[config.mk]
export PLATFORM = sky130hd
export DESIGN_NAME = apt_tracker
export DESIGN_NICKNAME = d
export VERILOG_FILES = /design/src/rtl/apt_pkg.sv /design/src/rtl/apt_group_prio.sv /design/src/rtl/apt_lowest_set.sv /design/src/rtl/apt_eoi_gate.sv /design/src/rtl/apt_tracker.sv
export SDC_FILE = /design/constraint.sdc
export NUM_CORES = 1
export LEC_CHECK = 0
export BUFFER_PORTS_ARGS = -buffer_cell sky130_fd_sc_hd__clkbuf_2
export CORE_MARGIN = 1.5
export CORE_UTILIZATION = 50
export CTS_BUF_LIST = sky130_fd_sc_hd__clkbuf_8 sky130_fd_sc_hd__clkbuf_16
export CTS_CLUSTER_SIZE = 10
export DETAILED_ROUTE_END_ITERATION = 16
export PLACE_DENSITY = 0.84
export SYNTH_ARGS = -nofsm -noshare
export SYNTH_HDL_FRONTEND = slang
export SYNTH_SLANG_ARGS = --single-unit
[constraint.sdc]
create_clock -name clk -period 9.2 [get_ports clk]
set_clock_uncertainty 0.2 [all_clocks]
set_input_delay 2.3 -clock clk [delete_from_list [all_inputs] [get_ports clk]]
set_output_delay 2.3 -clock clk [all_outputs]
set_load 0.03 [all_outputs]
[src/rtl/apt_pkg.sv]
package apt_pkg;
    typedef enum logic {
        BANK_S  = 1'b0,
        BANK_NS = 1'b1
    } bank_e;

    localparam int BP_W = 3;
endpackage

[src/rtl/apt_group_prio.sv]
module apt_group_prio
    import apt_pkg::*;
#(
    parameter int PRIO_W  = 8,
    parameter int MIN_BPR = 3,
    localparam int LVL_W  = PRIO_W - MIN_BPR - 1
) (
    input  logic [PRIO_W-1:0] prio,
    input  logic              group1,
    input  logic              groups_en,
    input  logic              cbpr,
    input  logic [BP_W-1:0]   bpr_g0,
    input  logic [BP_W-1:0]   bpr_g1,
    output logic [PRIO_W-1:0] gprio,
    output logic [LVL_W-1:0]  level,
    output bank_e             bank
);
    logic [BP_W-1:0]   bp;
    logic [BP_W:0]     shamt;
    logic [PRIO_W-1:0] mask;

    always_comb begin
        bp    = (groups_en && !cbpr && group1) ? bpr_g1 : bpr_g0;
        shamt = {1'b0, bp} + 1'b1;
        mask  = {PRIO_W{1'b1}} << shamt;
        gprio = prio & mask;
        level = gprio[PRIO_W-1 -: LVL_W];
        bank  = (groups_en && group1) ? BANK_NS : BANK_S;
    end
endmodule

[src/rtl/apt_lowest_set.sv]
module apt_lowest_set #(
    parameter int W     = 32,
    localparam int IDX_W = (W > 1) ? $clog2(W) : 1
) (
    input  logic [W-1:0]     vec,
    output logic [IDX_W-1:0] idx,
    output logic             found
);
    always_comb begin
        found = 1'b0;
        idx   = '0;
        for (int i = W - 1; i >= 0; i--) begin
            if (vec[i]) begin
                found = 1'b1;
                idx   = IDX_W'(i);
            end
        end
    end
endmodule

[src/rtl/apt_eoi_gate.sv]
module apt_eoi_gate
    import apt_pkg::*;
#(
    parameter int NUM_IRQ = 96,
    parameter int IRQ_W   = 10
) (
    input  logic             eoi_valid,
    input  logic [IRQ_W-1:0] eoi_irq,
    input  logic             eoi_group,
    input  logic             eoi_secure,
    input  logic             groups_en,
    input  logic             sec_ext,
    input  logic             run_idle,
    output logic             accept,
    output bank_e            bank
);
    logic in_range;
    logic g1;
    logic sec_block;

    always_comb begin
        in_range  = int'(eoi_irq) < NUM_IRQ;
        g1        = groups_en && eoi_group;
        sec_block = sec_ext && !eoi_secure && !g1;
        accept    = eoi_valid && in_range && !run_idle && !sec_block;
        bank      = g1 ? BANK_NS : BANK_S;
    end
endmodule

[src/rtl/apt_tracker.sv]
module apt_tracker
    import apt_pkg::*;
#(
    parameter int PRIO_W  = 8,
    parameter int MIN_BPR = 3,
    parameter int WORD_W  = 32,
    parameter int NUM_IRQ = 96,
    parameter int IRQ_W   = 10,
    localparam int LVL_W     = PRIO_W - MIN_BPR - 1,
    localparam int LEVELS    = 1 << LVL_W,
    localparam int NUM_WORDS = (LEVELS + WORD_W - 1) / WORD_W,
    localparam int MAP_W     = NUM_WORDS * WORD_W,
    localparam int IDX_W     = $clog2(MAP_W),
    localparam int RUN_W     = PRIO_W + 1
) (
    input  logic              clk,
    input  logic              rst_n,
    input  logic              groups_en,
    input  logic              sec_ext,
    input  logic              cbpr,
    input  logic [BP_W-1:0]   bpr_g0,
    input  logic [BP_W-1:0]   bpr_g1,
    input  logic              ack_valid,
    input  logic [PRIO_W-1:0] ack_prio,
    input  logic              ack_group,
    input  logic              eoi_valid,
    input  logic [IRQ_W-1:0]  eoi_irq,
    input  logic              eoi_group,
    input  logic              eoi_secure,
    output logic [RUN_W-1:0]  running_prio,
    output logic [MAP_W-1:0]  active_s,
    output logic [MAP_W-1:0]  active_ns
);
    localparam logic [RUN_W-1:0] IDLE = RUN_W'(1) << PRIO_W;

    typedef struct packed {
        logic [MAP_W-1:0] map_s;
        logic [MAP_W-1:0] map_ns;
        logic [RUN_W-1:0] run;
    } state_t;

    state_t st_d, st_q;

    logic [PRIO_W-1:0] ack_gprio;
    logic [LVL_W-1:0]  ack_level;
    bank_e             ack_bank;
    logic              eoi_accept;
    bank_e             eoi_bank;
    logic [MAP_W-1:0]  s_after_eoi_d;
    logic [MAP_W-1:0]  ns_after_eoi_d;
    logic [IDX_W-1:0]  low_idx;
    logic              low_found;

    apt_group_prio #(.PRIO_W(PRIO_W), .MIN_BPR(MIN_BPR)) u_gprio (
        .prio(ack_prio), .group1(ack_group), .groups_en(groups_en),
        .cbpr(cbpr), .bpr_g0(bpr_g0), .bpr_g1(bpr_g1),
        .gprio(ack_gprio), .level(ack_level), .bank(ack_bank)
    );

    apt_eoi_gate #(.NUM_IRQ(NUM_IRQ), .IRQ_W(IRQ_W)) u_gate (
        .eoi_valid(eoi_valid), .eoi_irq(eoi_irq), .eoi_group(eoi_group),
        .eoi_secure(eoi_secure), .groups_en(groups_en), .sec_ext(sec_ext),
        .run_idle(st_q.run == IDLE), .accept(eoi_accept), .bank(eoi_bank)
    );

    // Retire the most urgent level of the completing group (clear lowest set bit).
    always_comb begin
        s_after_eoi_d  = st_q.map_s;
        ns_after_eoi_d = st_q.map_ns;
        if (eoi_accept) begin
            if (eoi_bank == BANK_NS) ns_after_eoi_d = st_q.map_ns & (st_q.map_ns - 1'b1);
            else                     s_after_eoi_d  = st_q.map_s  & (st_q.map_s  - 1'b1);
        end
    end

    apt_lowest_set #(.W(MAP_W)) u_low (
        .vec(s_after_eoi_d | ns_after_eoi_d), .idx(low_idx), .found(low_found)
    );

    always_comb begin
        st_d        = st_q;
        st_d.map_s  = s_after_eoi_d;
        st_d.map_ns = ns_after_eoi_d;
        if (eoi_accept) begin
            st_d.run = low_found ? (RUN_W'(low_idx) << (MIN_BPR + 1)) : IDLE;
        end
        if (ack_valid) begin
            if (ack_bank == BANK_NS) st_d.map_ns = ns_after_eoi_d | (MAP_W'(1) << ack_level);
            else                     st_d.map_s  = s_after_eoi_d  | (MAP_W'(1) << ack_level);
            st_d.run = {1'b0, ack_gprio};
        end
    end

    always_ff @(posedge clk or negedge rst_n) begin
        if (!rst_n) begin
            st_q.map_s  <= '0;
            st_q.map_ns <= '0;
            st_q.run    <= IDLE;
        end else begin
            st_q <= st_d;
        end
    end

    assign running_prio = st_q.run;
    assign active_s     = st_q.map_s;
    assign active_ns    = st_q.map_ns;

    assert_idle_matches_empty_R5: assert property (@(posedge clk) disable iff (!rst_n)
        (running_prio == IDLE) == ((active_s | active_ns) == '0));

    assert_ack_leaves_busy_R2: assert property (@(posedge clk) disable iff (!rst_n)
        ack_valid |=> (running_prio[PRIO_W] == 1'b0) && ((active_s | active_ns) != '0));

    assert_eoi_idle_ignored_R7: assert property (@(posedge clk) disable iff (!rst_n)
        (eoi_valid && !ack_valid && running_prio == IDLE) |=>
            $stable(running_prio) && $stable(active_s) && $stable(active_ns));

    assert_eoi_range_ignored_R8: assert property (@(posedge clk) disable iff (!rst_n)
        (eoi_valid && !ack_valid && int'(eoi_irq) >= NUM_IRQ) |=>
            $stable(running_prio) && $stable(active_s) && $stable(active_ns));

    assert_eoi_ns_g0_ignored_R9: assert property (@(posedge clk) disable iff (!rst_n)
        (eoi_valid && !ack_valid && sec_ext && !eoi_secure && !(groups_en && eoi_group)) |=>
            $stable(active_s) && $stable(active_ns));

    assert_quiet_holds_R10: assert property (@(posedge clk) disable iff (!rst_n)
        (!ack_valid && !eoi_valid) |=>
            $stable(running_prio) && $stable(active_s) && $stable(active_ns));

    assert_eoi_retires_one_R6: assert property (@(posedge clk) disable iff (!rst_n)
        (eoi_valid && !ack_valid) |=>
            ($countones(active_s | active_ns) + 1 >= $past($countones(active_s | active_ns))));
endmodule

==> load_flow_metrics.sql <==
INSERT INTO impl_metrics (metric_group, metric, value, unit) VALUES
('run_status', 'status', 'completed', ''),
('die', 'design.core.area', '0.00830', 'mm^2'),
('pwr', 'total_leakage_power', '2.39', 'nW'),
('synth', 'post_synth_main_area_contributors', 'sky130_fd_sc_hd__dfrtp_1 42%, sky130_fd_sc_hd__nand2_1 5.6%, sky130_fd_sc_hd__o21ai_0 4.9%, sky130_fd_sc_hd__o41ai_1 3.0%, sky130_fd_sc_hd__nor2_1 2.7%', ''),
('drt', 'route.vias.total', '4479', ''),
('die', 'io_pins', '107', ''),
('layout', 'utilization_of_the_core_after_routing', '61.3', '%'),
('worst_setup_path', 'critical_path_required', '9.27', 'ns'),
('cts', 'ctsRootBufferMaster', 'sky130_fd_sc_hd__clkbuf_8', ''),
('drt', 'detail_route.first_pass.iterations', '5', ''),
('sta', 'setup_viol_count_final', '0', ''),
('sta', 'finalWorstPathRequiredPeriod', '6.17', 'ns'),
('die', 'die_w', '96.0', 'um'),
('synth', 'postSynth.topFlopCell', 'sky130_fd_sc_hd__dfrtp_1', ''),
('layout', 'post-route-cell-area', '0.00509', 'mm^2'),
('drt', 'drt-vias-per-instance', '6.43', ''),
('synth', 'synthesis.yosys.warnings', '0', ''),
('layout', 'n_antenna_cell', '0', ''),
('worst_setup_path', 'worst_setup_path_end_kind', 'register', ''),
('sta', 'setup_repair_after_global_routing_missed_its_margin', 'no', ''),
('cts', 'cts_buffers', '9', ''),
('flow_run', 'maxCapViolations', '0', ''),
('global_route', 'first_global_vias', '4230', ''),
('global_route', 'global_route.usage.total', '31.6', '%'),
('worst_setup_path', 'worst_setup_path_start_kind', 'input pin', ''),
('cts', 'clock_tree_from_tritoncts', 'built', ''),
('pwr', 'power_density', '193', 'mW/mm^2'),
('synth', 'synth_area_leader_cell', 'sky130_fd_sc_hd__dfrtp_1', ''),
('synth', 'number_of_flops_mapped_to_enable_cells_by_yosys', '0', ''),
('pwr', 'vdd.ir_drop.worst', '92.9', 'uV'),
('placed_design', 'finalWeightedCongestion', '1.06', ''),
('worst_setup_path', 'worst-endpoint-arrival', '6.24', 'ns'),
('placed_design', 'place.port_buffers', '101', ''),
('cts', 'holdBufCountCts', '0', ''),
('global_route', 'largest_net_degree_at_the_start_of_global_routing', '74', ''),
('synth', 'async_flop_share', '100', '%'),
('synth', 'synth.net_count', '521', ''),
('layout', 'area_growth_syn_to_layout', '17.8', '%'),
('cts', 'cts.reportedPaths.clkPinSlew', '0.07', 'ns'),
('layout', 'stdcell_count', '697', ''),
('synth', 'synthCells', '484', ''),
('sta', 'finalHoldViolCount', '0', ''),
('sta', 'setup_tns', '0', 'ns'),
('cts', 'clk_path_buf_depth', '2', ''),
('placed_design', 'dp_hpwl', '10700', 'um'),
('synth', 'number_of_flip_flops_and_latches_in_the_synthesized_netlist', '73', ''),
('sta', 'min_period_over_period', '67.1', '%'),
('cts', 'cts.htree.levels', '3', ''),
('sta', 'fmax', '162', 'MHz'),
('synth', 'synthDominantCellAreaShare', '41.7', '%'),
('worst_setup_path', 'crit_fanout', '20', ''),
('synth', 'post_synth.cell_area_avg', '8.93', 'um^2'),
('die', 'floorplan.initialDensity', '52.1', '%'),
('global_route', 'globalRouteOverflowTotal', '0', ''),
('layout', 'share_of_final_layout_standard_cells_stronger_than_drive_strength_1', '22.1', '%'),
('cts', 'post_cts.repair.setup_buffers', '0', ''),
('synth', 'yosysMostFrequentCell', 'sky130_fd_sc_hd__dfrtp_1', ''),
('cts', 'clock_sink_total', '73', ''),
('sta', 'max_slew.worst_pin.slew', '1.01', 'ns'),
('die', 'fp.dieArea', '0.00921', 'mm^2'),
('worst_setup_path', 'timing_worst_setup_path_type', 'input pin to register', ''),
('synth', 'synth_area', '0.00432', 'mm^2'),
('global_route', 'antenna_found_initial', '0', ''),
('placed_design', 'postPlaceCellArea', '0.00493', 'mm^2'),
('die', 'chipHeight', '96.0', 'um'),
('drt', 'dr.first_iter.drc_count', '406', ''),
('synth', 'synth.yosys.seq_area_share', '42.3', '%'),
('placed_design', 'place_inst', '681', ''),
('drt', 'ant_nets', '0', ''),
('layout', 'fin_nets', '624', ''),
('synth', 'synth.top_cells.by_count', '72 x sky130_fd_sc_hd__dfrtp_1, 64 x sky130_fd_sc_hd__nand2_1, 42 x sky130_fd_sc_hd__o21ai_0', '');
[metal layers]
layer | track usage [%] | vias up
li1 | - | 2070
met1 | 46.0 | 2169
met2 | 48.2 | 217
met3 | 4.42 | 23
met4 | 10.3 | 0
met5 | 0 | -
[worst max-delay path: stages]
cell and delay [ns]:
sky130_fd_sc_hd__clkbuf_2 0.09, sky130_fd_sc_hd__nor4b_1 0.43, sky130_fd_sc_hd__nand4_1 0.85, sky130_fd_sc_hd__or4_1 0.90, sky130_fd_sc_hd__o21ai_0 0.39, sky130_fd_sc_hd__nand3b_1 0.16, sky130_fd_sc_hd__a2111o_1 0.41, sky130_fd_sc_hd__a211oi_1 0.34
sky130_fd_sc_hd__o31ai_1 0.19, sky130_fd_sc_hd__a21oi_1 0.17
[final cells by class]
type	count	area, um^2
sequential	73	1830
tap	105	131
fill	740	3210
clock buffer	9	124
timing repair buffer	104	528
inverter	25	93.8
clock inverter	7	32.5
multi-input combinational	374	2350
[cells in the final DEF (no fill, tap or decap), types with 3 or more instances in the layout]
master and count:
sky130_fd_sc_hd__nand3b_1 3, sky130_fd_sc_hd__or2_2 5, sky130_fd_sc_hd__clkbuf_2 100, sky130_fd_sc_hd__a32o_1 3, sky130_fd_sc_hd__o21ai_0 42, sky130_fd_sc_hd__o41ai_1 15, sky130_fd_sc_hd__ha_1 3, sky130_fd_sc_hd__or4_1 13
sky130_fd_sc_hd__nor2b_1 4, sky130_fd_sc_hd__o21ai_1 3, sky130_fd_sc_hd__nand2_1 64, sky130_fd_sc_hd__nand3_1 9, sky130_fd_sc_hd__o31a_1 5, sky130_fd_sc_hd__a21oi_1 9, sky130_fd_sc_hd__nand4_1 13, sky130_fd_sc_hd__a22oi_1 4
sky130_fd_sc_hd__a31oi_1 3, sky130_fd_sc_hd__mux2i_1 4, sky130_fd_sc_hd__nor2_1 31, sky130_fd_sc_hd__inv_1 29, sky130_fd_sc_hd__clkbuf_8 9, sky130_fd_sc_hd__nand2b_1 10, sky130_fd_sc_hd__or3_1 12, sky130_fd_sc_hd__a22o_1 3
sky130_fd_sc_hd__a21boi_0 4, sky130_fd_sc_hd__nor3_1 17, sky130_fd_sc_hd__a211oi_1 4, sky130_fd_sc_hd__o21a_1 7, sky130_fd_sc_hd__o31ai_1 13, sky130_fd_sc_hd__dfrtp_1 72, sky130_fd_sc_hd__a2111o_1 3, sky130_fd_sc_hd__o22ai_1 3
sky130_fd_sc_hd__and3_1 3, sky130_fd_sc_hd__and2_1 7, sky130_fd_sc_hd__o211ai_1 3, sky130_fd_sc_hd__buf_4 3, sky130_fd_sc_hd__nor4_1 14, sky130_fd_sc_hd__o41a_1 3
[logic make-up after synthesis]
| logic type | share of synthesized area (%) |
|---|---|
| simple gates | 28.4 |
| compound gates | 23.9 |
| flops | 42.3 |
| buf+inv | 3.24 |
| mux | 0.927 |
| fa+ha+maj | 1.10 |
| xor+xnor | 0.203 |
[path summary, 6_finish.rpt]
| path | from | to | slack (ns) | depth (start not counted) |
|---|---|---|---|---|
| min reg2reg | running_prio[3]$_DFFE_PN0P_ | running_prio[3]$_DFFE_PN0P_ | 0.33 | 1 |
| min | running_prio[3]$_DFFE_PN0P_ | running_prio[3]$_DFFE_PN0P_ | 0.33 | 1 |
| max | eoi_irq[7] | running_prio[4]$_DFFE_PN0P_ | 3.03 | 10 |
| max reg2reg | active_s[2]$_DFF_PN0_ | running_prio[4]$_DFFE_PN0P_ | 4.86 | 9 |
| min in group asynchronous | rst_n | active_s[31]$_DFF_PN0_ | 1.96 | 2 |
| max in group asynchronous | rst_n | active_ns[7]$_DFF_PN0_ | 6.21 | 2 |
[metrics by stage]
step	power (mW)	hold slack [ns]	setup WS, ns
after global routing	1.04	0.366	2.84
after floorplan	0.647	0.383	3.74
final	0.984	0.330	3.03
after CTS	0.981	0.335	3.13
after detailed placement	0.773	0.319	2.80
after global placement	0.770	0.313	2.91
[report_power, final]
part	leakage (nW)	switching [mW]	total, mW	internal (mW)
sequential	0.933	0.0626	0.427	0.365
combinational	1.36	0.239	0.345	0.106
clock	0.0940	0.119	0.212	0.0932
total	2.39	0.420	0.984	0.564
[registers in the layout (all words and copies together), names as in the netlist]
name and cells:
active_ns 32, active_s 32, running_prio 9
No activity file was read; power rests on OpenSTA's default activity.
